[config.mk]
export PLATFORM = sky130hd
export DESIGN_NAME = irq_ack_tracker
export DESIGN_NICKNAME = d
export VERILOG_FILES = /design/src/rtl/irq_ack_pkg.sv /design/src/rtl/irq_ack_links.sv /design/src/rtl/irq_ack_grant.sv /design/src/rtl/irq_ack_tracker.sv
export SDC_FILE = /design/constraint.sdc
export NUM_CORES = 1
export LEC_CHECK = 0
export BUFFER_PORTS_ARGS = -buffer_cell sky130_fd_sc_hd__buf_2
export CORE_MARGIN = 2
export CORE_UTILIZATION = 35
export DETAILED_ROUTE_END_ITERATION = 8
export PLACE_DENSITY_LB_ADDON = 0.12
export SYNTH_ARGS = -nofsm -noshare
export SYNTH_HDL_FRONTEND = slang
export SYNTH_SLANG_ARGS = --single-unit
export TNS_END_PERCENT = 20
[constraint.sdc]
create_clock -name clk -period 5.9 [get_ports clk]
set_input_delay 0.59 -clock clk [delete_from_list [all_inputs] [get_ports clk]]
set_output_delay 0.59 -clock clk [all_outputs]
set_load 0.1 [all_outputs]
[src/rtl/irq_ack_pkg.sv]
package irq_ack_pkg;
  localparam int ID_W = 10;
  localparam logic [ID_W-1:0] NONE_ID = 10'd1023;
  typedef enum logic [1:0] {ST_IDLE, ST_RESTORE, ST_WALK} trk_state_e;
endpackage

[src/rtl/irq_ack_links.sv]
module irq_ack_links #(
  parameter int NUM_SRC = 64,
  parameter int ID_W    = 10,
  parameter int IDX_W   = 6
) (
  input  logic             clk,
  input  logic             we,
  input  logic [IDX_W-1:0] waddr,
  input  logic [ID_W-1:0]  wdata,
  input  logic [IDX_W-1:0] raddr_a,
  output logic [ID_W-1:0]  rdata_a,
  input  logic [IDX_W-1:0] raddr_b,
  output logic [ID_W-1:0]  rdata_b
);
  // one "preempted ID" per source; contents are undefined until written
  logic [ID_W-1:0] mem [NUM_SRC];

  always_ff @(posedge clk) begin
    if (we) mem[waddr] <= wdata;
  end

  assign rdata_a = mem[raddr_a];
  assign rdata_b = mem[raddr_b];
endmodule

[src/rtl/irq_ack_grant.sv]
module irq_ack_grant #(
  parameter int NUM_SRC = 64,
  parameter int ID_W    = 10,
  parameter int PRIO_W  = 8
) (
  input  logic [ID_W-1:0]   pend_id,
  input  logic [PRIO_W-1:0] pend_prio,
  input  logic [PRIO_W:0]   run_prio,
  output logic              grant
);
  localparam logic [ID_W-1:0] SRC_LIM = ID_W'(NUM_SRC);

  // 1023 is never below SRC_LIM, so "no pending" is refused here too
  assign grant = (pend_id < SRC_LIM) && ({1'b0, pend_prio} < run_prio);
endmodule

[src/rtl/irq_ack_tracker.sv]
module irq_ack_tracker
  import irq_ack_pkg::*;
#(
  parameter int NUM_SRC = 64,
  parameter int PRIO_W  = 8
) (
  input  logic              clk,
  input  logic              rst_n,
  input  logic              ack_valid,
  output logic              ack_ready,
  input  logic [9:0]        pend_id,
  input  logic [PRIO_W-1:0] pend_prio,
  input  logic              pend_one_of_n,
  output logic              ack_rsp_valid,
  output logic [9:0]        ack_rsp_id,
  input  logic              eoi_valid,
  output logic              eoi_ready,
  input  logic [9:0]        eoi_id,
  output logic [9:0]        lk_id,
  input  logic [PRIO_W-1:0] lk_prio,
  input  logic              lk_level,
  input  logic              lk_enabled,
  input  logic              lk_line,
  input  logic              lk_target,
  output logic [9:0]        run_id,
  output logic [PRIO_W:0]   run_prio,
  output logic              clr_valid,
  output logic [9:0]        clr_id,
  output logic              clr_all,
  output logic              repend_valid,
  output logic [9:0]        repend_id
);
  localparam int IDX_W = (NUM_SRC > 1) ? $clog2(NUM_SRC) : 1;
  localparam int STEP_W = $clog2(NUM_SRC + 1);
  localparam logic [STEP_W-1:0] STEP_MAX = STEP_W'(NUM_SRC);
  localparam int RP_W = PRIO_W + 1;
  localparam logic [RP_W-1:0] IDLE_PRIO = RP_W'(1) << PRIO_W;
  localparam logic [ID_W-1:0] SRC_LIM = ID_W'(NUM_SRC);

  trk_state_e       st_q;
  logic [ID_W-1:0]  run_id_q, cur_q, tgt_q;
  logic [RP_W-1:0]  run_prio_q;
  logic [STEP_W-1:0] steps_q;

  logic             grant, ack_fire, eoi_fire, eoi_live;
  logic             lk_we;
  logic [IDX_W-1:0] lk_waddr, rd_a_addr;
  logic [ID_W-1:0]  lk_wdata, link_a, link_b;

  irq_ack_grant #(.NUM_SRC(NUM_SRC), .ID_W(ID_W), .PRIO_W(PRIO_W)) u_grant (
    .pend_id(pend_id), .pend_prio(pend_prio), .run_prio(run_prio_q), .grant(grant)
  );

  assign ack_ready = (st_q == ST_IDLE);
  assign eoi_ready = (st_q == ST_IDLE) && !ack_valid;
  assign ack_fire  = ack_ready && ack_valid;
  assign eoi_fire  = eoi_ready && eoi_valid;
  assign eoi_live  = (eoi_id < SRC_LIM) && (run_id_q != NONE_ID);

  // read port A follows the running ID in a restore, the walk cursor otherwise
  assign rd_a_addr = (st_q == ST_RESTORE) ? run_id_q[IDX_W-1:0] : cur_q[IDX_W-1:0];

  always_comb begin
    lk_we    = 1'b0;
    lk_waddr = pend_id[IDX_W-1:0];
    lk_wdata = run_id_q;
    if (ack_fire && grant) begin
      lk_we = 1'b1;
    end else if (st_q == ST_WALK && link_a == tgt_q && link_a != NONE_ID) begin
      lk_we    = 1'b1;
      lk_waddr = cur_q[IDX_W-1:0];
      lk_wdata = link_b;
    end
  end

  irq_ack_links #(.NUM_SRC(NUM_SRC), .ID_W(ID_W), .IDX_W(IDX_W)) u_links (
    .clk(clk), .we(lk_we), .waddr(lk_waddr), .wdata(lk_wdata),
    .raddr_a(rd_a_addr), .rdata_a(link_a),
    .raddr_b(tgt_q[IDX_W-1:0]), .rdata_b(link_b)
  );

  assign lk_id = (st_q == ST_IDLE) ? eoi_id : link_a;

  always_ff @(posedge clk or negedge rst_n) begin
    if (!rst_n) begin
      st_q          <= ST_IDLE;
      run_id_q      <= NONE_ID;
      run_prio_q    <= IDLE_PRIO;
      cur_q         <= '0;
      tgt_q         <= '0;
      steps_q       <= '0;
      ack_rsp_valid <= 1'b0;
      ack_rsp_id    <= NONE_ID;
      clr_valid     <= 1'b0;
      clr_id        <= '0;
      clr_all       <= 1'b0;
      repend_valid  <= 1'b0;
      repend_id     <= '0;
    end else begin
      ack_rsp_valid <= 1'b0;
      clr_valid     <= 1'b0;
      repend_valid  <= 1'b0;
      unique case (st_q)
        ST_IDLE: begin
          if (ack_fire) begin
            ack_rsp_valid <= 1'b1;
            if (grant) begin
              ack_rsp_id <= pend_id;
              run_id_q   <= pend_id;
              run_prio_q <= {1'b0, pend_prio};
              clr_valid  <= 1'b1;
              clr_id     <= pend_id;
              clr_all    <= pend_one_of_n;
            end else begin
              ack_rsp_id <= NONE_ID;
            end
          end else if (eoi_fire && eoi_live) begin
            repend_valid <= lk_level && lk_enabled && lk_line && lk_target;
            repend_id    <= eoi_id;
            if (eoi_id == run_id_q) begin
              st_q <= ST_RESTORE;
            end else begin
              st_q    <= ST_WALK;
              cur_q   <= run_id_q;
              tgt_q   <= eoi_id;
              steps_q <= '0;
            end
          end
        end
        ST_RESTORE: begin
          run_id_q   <= link_a;
          run_prio_q <= (link_a == NONE_ID) ? IDLE_PRIO : {1'b0, lk_prio};
          st_q       <= ST_IDLE;
        end
        ST_WALK: begin
          if (link_a == NONE_ID || link_a == tgt_q || steps_q == STEP_MAX) begin
            st_q <= ST_IDLE;
          end else begin
            cur_q   <= link_a;
            steps_q <= steps_q + 1'b1;
          end
        end
        default: st_q <= ST_IDLE;
      endcase
    end
  end

  assign run_id   = run_id_q;
  assign run_prio = run_prio_q;
endmodule

==> impl_metrics.env, run 1 <==
export IMPL_overflow=0
export IMPL_max_freq_mhz=176.9
export IMPL_synthesis_nets=2621
export IMPL_dominantRegCellSynth="edfxtp_1"
export IMPL_period_minus_slack_ns=5.654
export IMPL_critPathCaptureType="flip-flop"
export IMPL_setup_viol_count_final=0
export IMPL_p_leak_nw=15.14
export IMPL_startpoint_type="flip-flop"
export IMPL_start_util_pct=35.16
export IMPL_num_vias=25510
export IMPL_power_density_nw_per_um2=503.9
export IMPL_place_gp_congestion=0.9220
export IMPL_worstPathCellList="nand2b_4 -> a21o_4 -> buf_12 -> buf_4 -> a211oi_1 -> nor4_1 -> buf_4 -> a21oi_1 -> mux2i_1 -> mux2i_1 -> nor4b_2 -> a31oi_1 -> nand4_2 -> buf_12 -> buf_4 -> mux2_2 -> buf_12"
export IMPL_grt_pass1_wl_um=194000
export IMPL_post_synth_top_count_cell="edfxtp_1"
export IMPL_cts_root_buf="clkbuf_16"
export IMPL_slew_violations=0
export IMPL_seq_area_frac_synth_pct=58.50
export IMPL_ctsHoldBuffers=0
export IMPL_synth_area_leaders="edfxtp_1 53%, mux4_2 14%, mux2i_1 5.6%, dfrtp_1 3.9%, nand2_1 2.8%"
export IMPL_drc=0
export IMPL_arrival_ns=6.02
export IMPL_die_y_um=325.7
export IMPL_hold_viol=0
export IMPL_syn_area_per_cell_um2=14.11
export IMPL_path_clk_slew_ns=0.06
export IMPL_clock_sinks=718
export IMPL_fp_row_count=118
export IMPL_dr_pass1_iters=6
export IMPL_synth_edf_count=640
export IMPL_period_share_pct=95.83
export IMPL_die_w_um=325.7
export IMPL_grt_usage_pct=25.64
export IMPL_cts_tree="built"
export IMPL_slew_headroom_pct=30.65
export IMPL_fillCellCount=9502
export IMPL_placed_area_um2=40760
export IMPL_path_delay_family="simple AND/OR/NAND/NOR gates"
export IMPL_cp_max_fo=50
export IMPL_first_global_vias=25280
export IMPL_rsz0062_at_grt="no"
export IMPL_die_area_um2=106100
export IMPL_core_area_um2=103100
export IMPL_cts_buffers=82
export IMPL_cap_violations=0
export IMPL_syn_cell_area_um2=36230
export IMPL_fin_skew_ns=0.03321
export IMPL_wirelength_um=137800
export IMPL_grt_start_max_net_pins=79
export IMPL_drtAntennaViolNets=0
export IMPL_async_flop_share_pct=10.86
export IMPL_wl_per_cell_um=32.49
export IMPL_crit_slowest_cell="nor4_1"
export IMPL_clock_latency_ns=0.67
export IMPL_ir_worst_vdd_uv=359.1
export IMPL_dpl_hpwl_um=93080
export IMPL_drive_gt1_share_pct=27.98
export IMPL_final_nets=2847
export IMPL_design_area_um2=43490
export IMPL_yosysUniqueCellTypes=74
export IMPL_min_path_type="in -> async"
export IMPL_cts_max_path_buffers=3
export IMPL_port_buffers=109
export IMPL_cpPeakStageDelay_ns=0.65
export IMPL_worst_pin_slew_ns=1.040
export IMPL_cp_required_ns=6.26
export IMPL_first_iter_violations=3259
export IMPL_yosysTopAreaCellShare_pct=53.04
export IMPL_yosys_warnings=0
export IMPL_io_pin_count=110
export IMPL_antenna_found_initial=4
export IMPL_synth_common_cells="640 x edfxtp_1, 268 x nand2_1, 226 x mux4_2"
export IMPL_tns_ns=0
export IMPL_critical_path_buf_inv_count=6
export IMPL_ys_ff_latch=718
export IMPL_via_per_inst=6.014
export IMPL_yosysTopAreaCell="edfxtp_1"
export IMPL_outcome="finished, final reports clean"
export IMPL_cts_max_level=3
export IMPL_worstSetupPathType="reg -> reg"
export IMPL_synth_cells=2567
export IMPL_area_growth_pct=20.02
==> final cells by class <==
type	instances	area, um2	area share (%)
multi-input cells	1565	14150	32.53
flip-flops and latches	718	21210	48.78
clock buffers	101	2196	5.049
diodes	3	7.507	0.01726
clock inverters	49	424.2	0.9754
repair buffers	344	3466	7.970
well taps	1380	1727	3.971
inverters	82	307.8	0.7078
==> path summary, 6_finish.rpt <==
check	startpoint	to	slack [ns]	cells past startpoint
max in group asynchronous	rst_n	cur_q[0]	5.02	1
worst max-delay path	st_q[1]	u_links.mem[7][4]	0.25	17
min in group clk	pend_one_of_n	clr_all	0.14	3
worst max register to register	st_q[1]	u_links.mem[7][4]	0.25	17
worst min register to register	clr_all	clr_all	0.47	2
worst min-delay path	rst_n	run_prio[4]	0.11	1
==> cells by family after synthesis <==
kind of cell	count (synthesis)	synth area share, %
flip-flops	718	58.50
adder cells (fa/ha/maj)	9	0.3108
AO/OA/AOI/OAI	450	8.699
AND/OR/NAND/NOR	619	7.960
buffers and inverters	284	3.250
XOR/XNOR	27	0.6527
multiplexers	460	20.63
==> sequential cells by signal, summed over array words and instances (netlist names), 7 cells and up <==
name         cells
u_links.mem    640
run_id          10
steps_q          7
run_prio         9
clr_id          10
repend_id       10
tgt_q           10
ack_rsp_id      10
==> placed cells by master, fill, tap and decap left out, drive strengths merged, types with 50 or more instances in the layout <==
| master | netlist | layout |
|---|---|---|
| mux2i | 201 | 201 |
| a21oi | 66 | 66 |
| dfrtp | 57 | 57 |
| a211oi | 112 | 112 |
| nand3 | 72 | 72 |
| inv | 81 | 88 |
| buf | 92 | 344 |
| mux4 | 226 | 226 |
| nor2 | 106 | 106 |
| edfxtp | 640 | 640 |
| o21ai | 50 | 50 |
| clkbuf | 110 | 101 |
| nand2 | 268 | 268 |
==> repair_timing <==
action                     in CTS  in global routing
setup buffers                   0                  5
setup endpoints to repair       0               1285
gates resized for setup         0                 11
==> metal layers <==
metal	track usage, %	wire, um	share of wire, %
met3	4.792	10750	7.8
met4	10.25	5566	4.0
met2	40.67	64530	47
met1	34.85	56960	41
met5	0	13	0.0094
==> through the flow <==
step / instances / util (%) / setup WS [ns] / total power, W / hold slack [ns]
2_1_floorplan: 2567 / - / 0.2853 / 0.01248 / 0.2944
3_3_place_gp: 4084 / 39.55 / 0.1487 / 0.01676 / 0.4552
3_5_place_dp: 4084 / 39.55 / 0.01352 / 0.01680 / 0.4615
4_1_cts: 4234 / 42.09 / 0.002497 / 0.02184 / 0.09908
5_1_grt: 4239 / 42.19 / 0.02344 / 0.02262 / 0.1211
6_report: 4242 / 42.20 / 0.2461 / 0.02191 / 0.1072
==> where the power goes <==
group	internal [W]	switching, W	leakage [nW]
clock	0.00288	0.00216	1.28
combinational	0.00329	0.00692	7.18
sequential	0.00632	0.000344	6.68
total	0.0125	0.00942	15.1
Note: power is estimated with default switching activity, not from simulation.
==> run 2, diff against run 1 <==
Settings changed: CORE_UTILIZATION 35 to 30.
==> impl_metrics.env, run 2 (synthesis gave the netlist of run 1 again) <==
export IMPL_outcome="finished, final reports clean"
export IMPL_period_minus_slack_ns=5.772
export IMPL_clock_latency_ns=0.67
export IMPL_cp_required_ns=6.27
export IMPL_start_util_pct=30.24
export IMPL_arrival_ns=6.14
export IMPL_clock_sinks=718
export IMPL_slew_violations=0
export IMPL_die_area_um2=123600
export IMPL_clkPwrFrac_pct=23.6
export IMPL_grt_usage_pct=22.89
export IMPL_mostFrequentLayoutCell="edfxtp_1"
export IMPL_pre_cts_ws_ns=-0.1400
export IMPL_placed_cells=4321
export IMPL_final_nets=2858
export IMPL_setup_viol_count_final=0
export IMPL_die_w_um=351.5
export IMPL_seqPwrFrac_pct=29.9
export IMPL_p_int_w=0.01282
export IMPL_min_path_type="in -> async"
export IMPL_hold_viol=0
export IMPL_placed_area_um2=41140
export IMPL_grt_pass1_wl_um=199200
export IMPL_grt_start_max_net_pins=97
export IMPL_core_area_um2=119800
export IMPL_multi_input_area_um2=14140
export IMPL_worstPathCellList="buf_4 -> and3b_2 -> a21o_4 -> buf_12 -> buf_4 -> buf_12 -> a211oi_1 -> nor4_1 -> a31oi_1 -> nand3_1 -> mux2i_1 -> nor4b_1 -> buf_4 -> a31oi_1 -> nand4_4 -> buf_12 -> buf_12 -> or2_2 -> o22ai_1 -> buf_12"
export IMPL_slew_headroom_pct=14.40
export IMPL_largest_register_ffs=640
export IMPL_drc=0
export IMPL_num_vias=25530
export IMPL_overflow=0
export IMPL_whs_ns=0.09782
export IMPL_worst_pin_slew_ns=1.274
export IMPL_crit_slowest_cell="dfrtp_1"
export IMPL_power_frac_comb_pct=46.5
export IMPL_rsz0062_at_grt="no"
export IMPL_switching_power_w=0.009708
export IMPL_first_iter_violations=2888
export IMPL_first_global_vias=25280
export IMPL_via_per_inst=5.693
export IMPL_r2r_end="u_links.mem[39][4]"
export IMPL_dr_pass1_iters=5
export IMPL_p_leak_nw=15.31
export IMPL_drive_gt1_share_pct=28.18
export IMPL_largest_register="u_links.mem"
export IMPL_cap_violations=0
export IMPL_final_cell_mix="640 x edfxtp_1, 267 x nand2_1, 226 x mux4_2"
export IMPL_cts_max_level=3
export IMPL_crit_path_frequent_cell="buf_12"
export IMPL_cts_max_path_buffers=3
export IMPL_r2r_cells=20
export IMPL_regToRegSetupSlack_ns=0.13
export IMPL_startpoint_type="flip-flop"
export IMPL_cp_max_fo=39
export IMPL_die_y_um=351.5
export IMPL_period_share_pct=97.82
export IMPL_critPathCaptureType="flip-flop"
export IMPL_final_cells=4485
export IMPL_design_area_um2=44100
export IMPL_place_gp_congestion=0.8928
export IMPL_path_clk_slew_ns=0.06
export IMPL_cts_buffers=87
export IMPL_fp_row_count=127
export IMPL_worstSetupPathType="reg -> reg"
export IMPL_port_buffers=109
export IMPL_io_pin_count=110
export IMPL_r2r_start="st_q[1]"
export IMPL_netSwitchingFraction_pct=43.10
export IMPL_fillCellCount=11400
export IMPL_power_density_nw_per_um2=510.8
export IMPL_fin_skew_ns=0.03717
export IMPL_wirelength_um=143000
export IMPL_antenna_found_initial=6
export IMPL_max_freq_mhz=173.3
export IMPL_register_area_um2=21210
export IMPL_setup_ws_ns=0.1285
export IMPL_cts_root_buf="clkbuf_16"
export IMPL_fin_util_pct=36.81
export IMPL_area_growth_pct=21.71
export IMPL_ir_worst_vdd_uv=346.8
export IMPL_cts_tree="built"
export IMPL_wl_per_cell_um=31.89
export IMPL_drtAntennaViolNets=0
export IMPL_dpl_hpwl_um=98250
export IMPL_cpPeakStageDelay_ns=0.55
==> run 2: changes by cell type in the layout (fill, tap and decap cells not counted), moves of 3 or more <==
cell / before / now
mux2i_1: 197 / 194
buf_4: 146 / 142
buf_12: 91 / 100
clkbuf_16: 84 / 89
buf_2: 105 / 108
inv_6: 6 / 3
clkinv_1: 17 / 20
==> run 2: power by group through the flow <==
stage	Sequential (W)	Clock, W	Combinational (W)
2_1_floorplan	0.00730	0	0.00518
3_3_place_gp	0.00682	0	0.0103
3_5_place_dp	0.00682	0	0.0103
4_1_cts	0.00672	0.00546	0.0104
5_1_grt	0.00675	0.00565	0.0109
6_report	0.00673	0.00532	0.0105
==> run 2: final cells by class <==
| class | instances | area share, % |
|---|---|---|
| sequential | 718 | 48.10 |
| clock buffer | 104 | 5.246 |
| antenna | 2 | 0.01135 |
| clock inverter | 52 | 1.112 |
| multi-input combinational | 1565 | 32.07 |
| tap | 1612 | 4.574 |
| timing repair buffer | 350 | 8.183 |
| inverter | 82 | 0.6980 |
==> run 2: critical path, delay by kind of cell (launching register included) <==
family	cells	cell delay, ns
buffers and inverters	8	1.51
AOI/OAI and AO/OA	5	1.47
and+or+nand+nor	6	1.39
DFF	1	0.55
muxes	1	0.48
==> run 2: worst max path at each step <==
stage / from / end / slack (ns) / depth (start not counted)
finish: st_q[1] / u_links.mem[39][4] / 0.13 / 20
global route: st_q[1] / u_links.mem[37][0] / 0.004 / 17
CTS: st_q[0] / u_links.mem[39][4] / 0.12 / 17
detailed placement: st_q[1] / u_links.mem[39][4] / -0.14 / 20
global placement: st_q[1] / u_links.mem[38][3] / -0.25 / 20
floorplan: run_id[0] / lk_id[3] / 0.29 / 12
==> run 2: what timing repair did <==
| item | CTS | global route |
|---|---|---|
| cloned | 0 | 0 |
| hold buffers | 0 | 0 |
| gates resized for setup | 1 | 10 |
| buffers inserted | 3 | 3 |
| endpoints found under the setup margin | 377 | 366 |
==> run 2: metal layers <==
metal / part of all wire, % / track usage, % / up-vias / wire, um
met5: 0.031 / 0 / - / 44
met4: 3.7 / 7.849 / 6 / 5254
met3: 6.8 / 4.283 / 269 / 9753
met2: 47 / 37.19 / 1144 / 67890
met1: 42 / 30.70 / 13380 / 60100
li1: - / - / 10730 / -
==> run 2: metrics by stage <==
step	setup TNS, ns	total power, W
2_1_floorplan	0	0.01248
3_3_place_gp	-47.26	0.01712
3_5_place_dp	-16.53	0.01713
4_1_cts	0	0.02255
5_1_grt	0	0.02328
6_report	0	0.02252
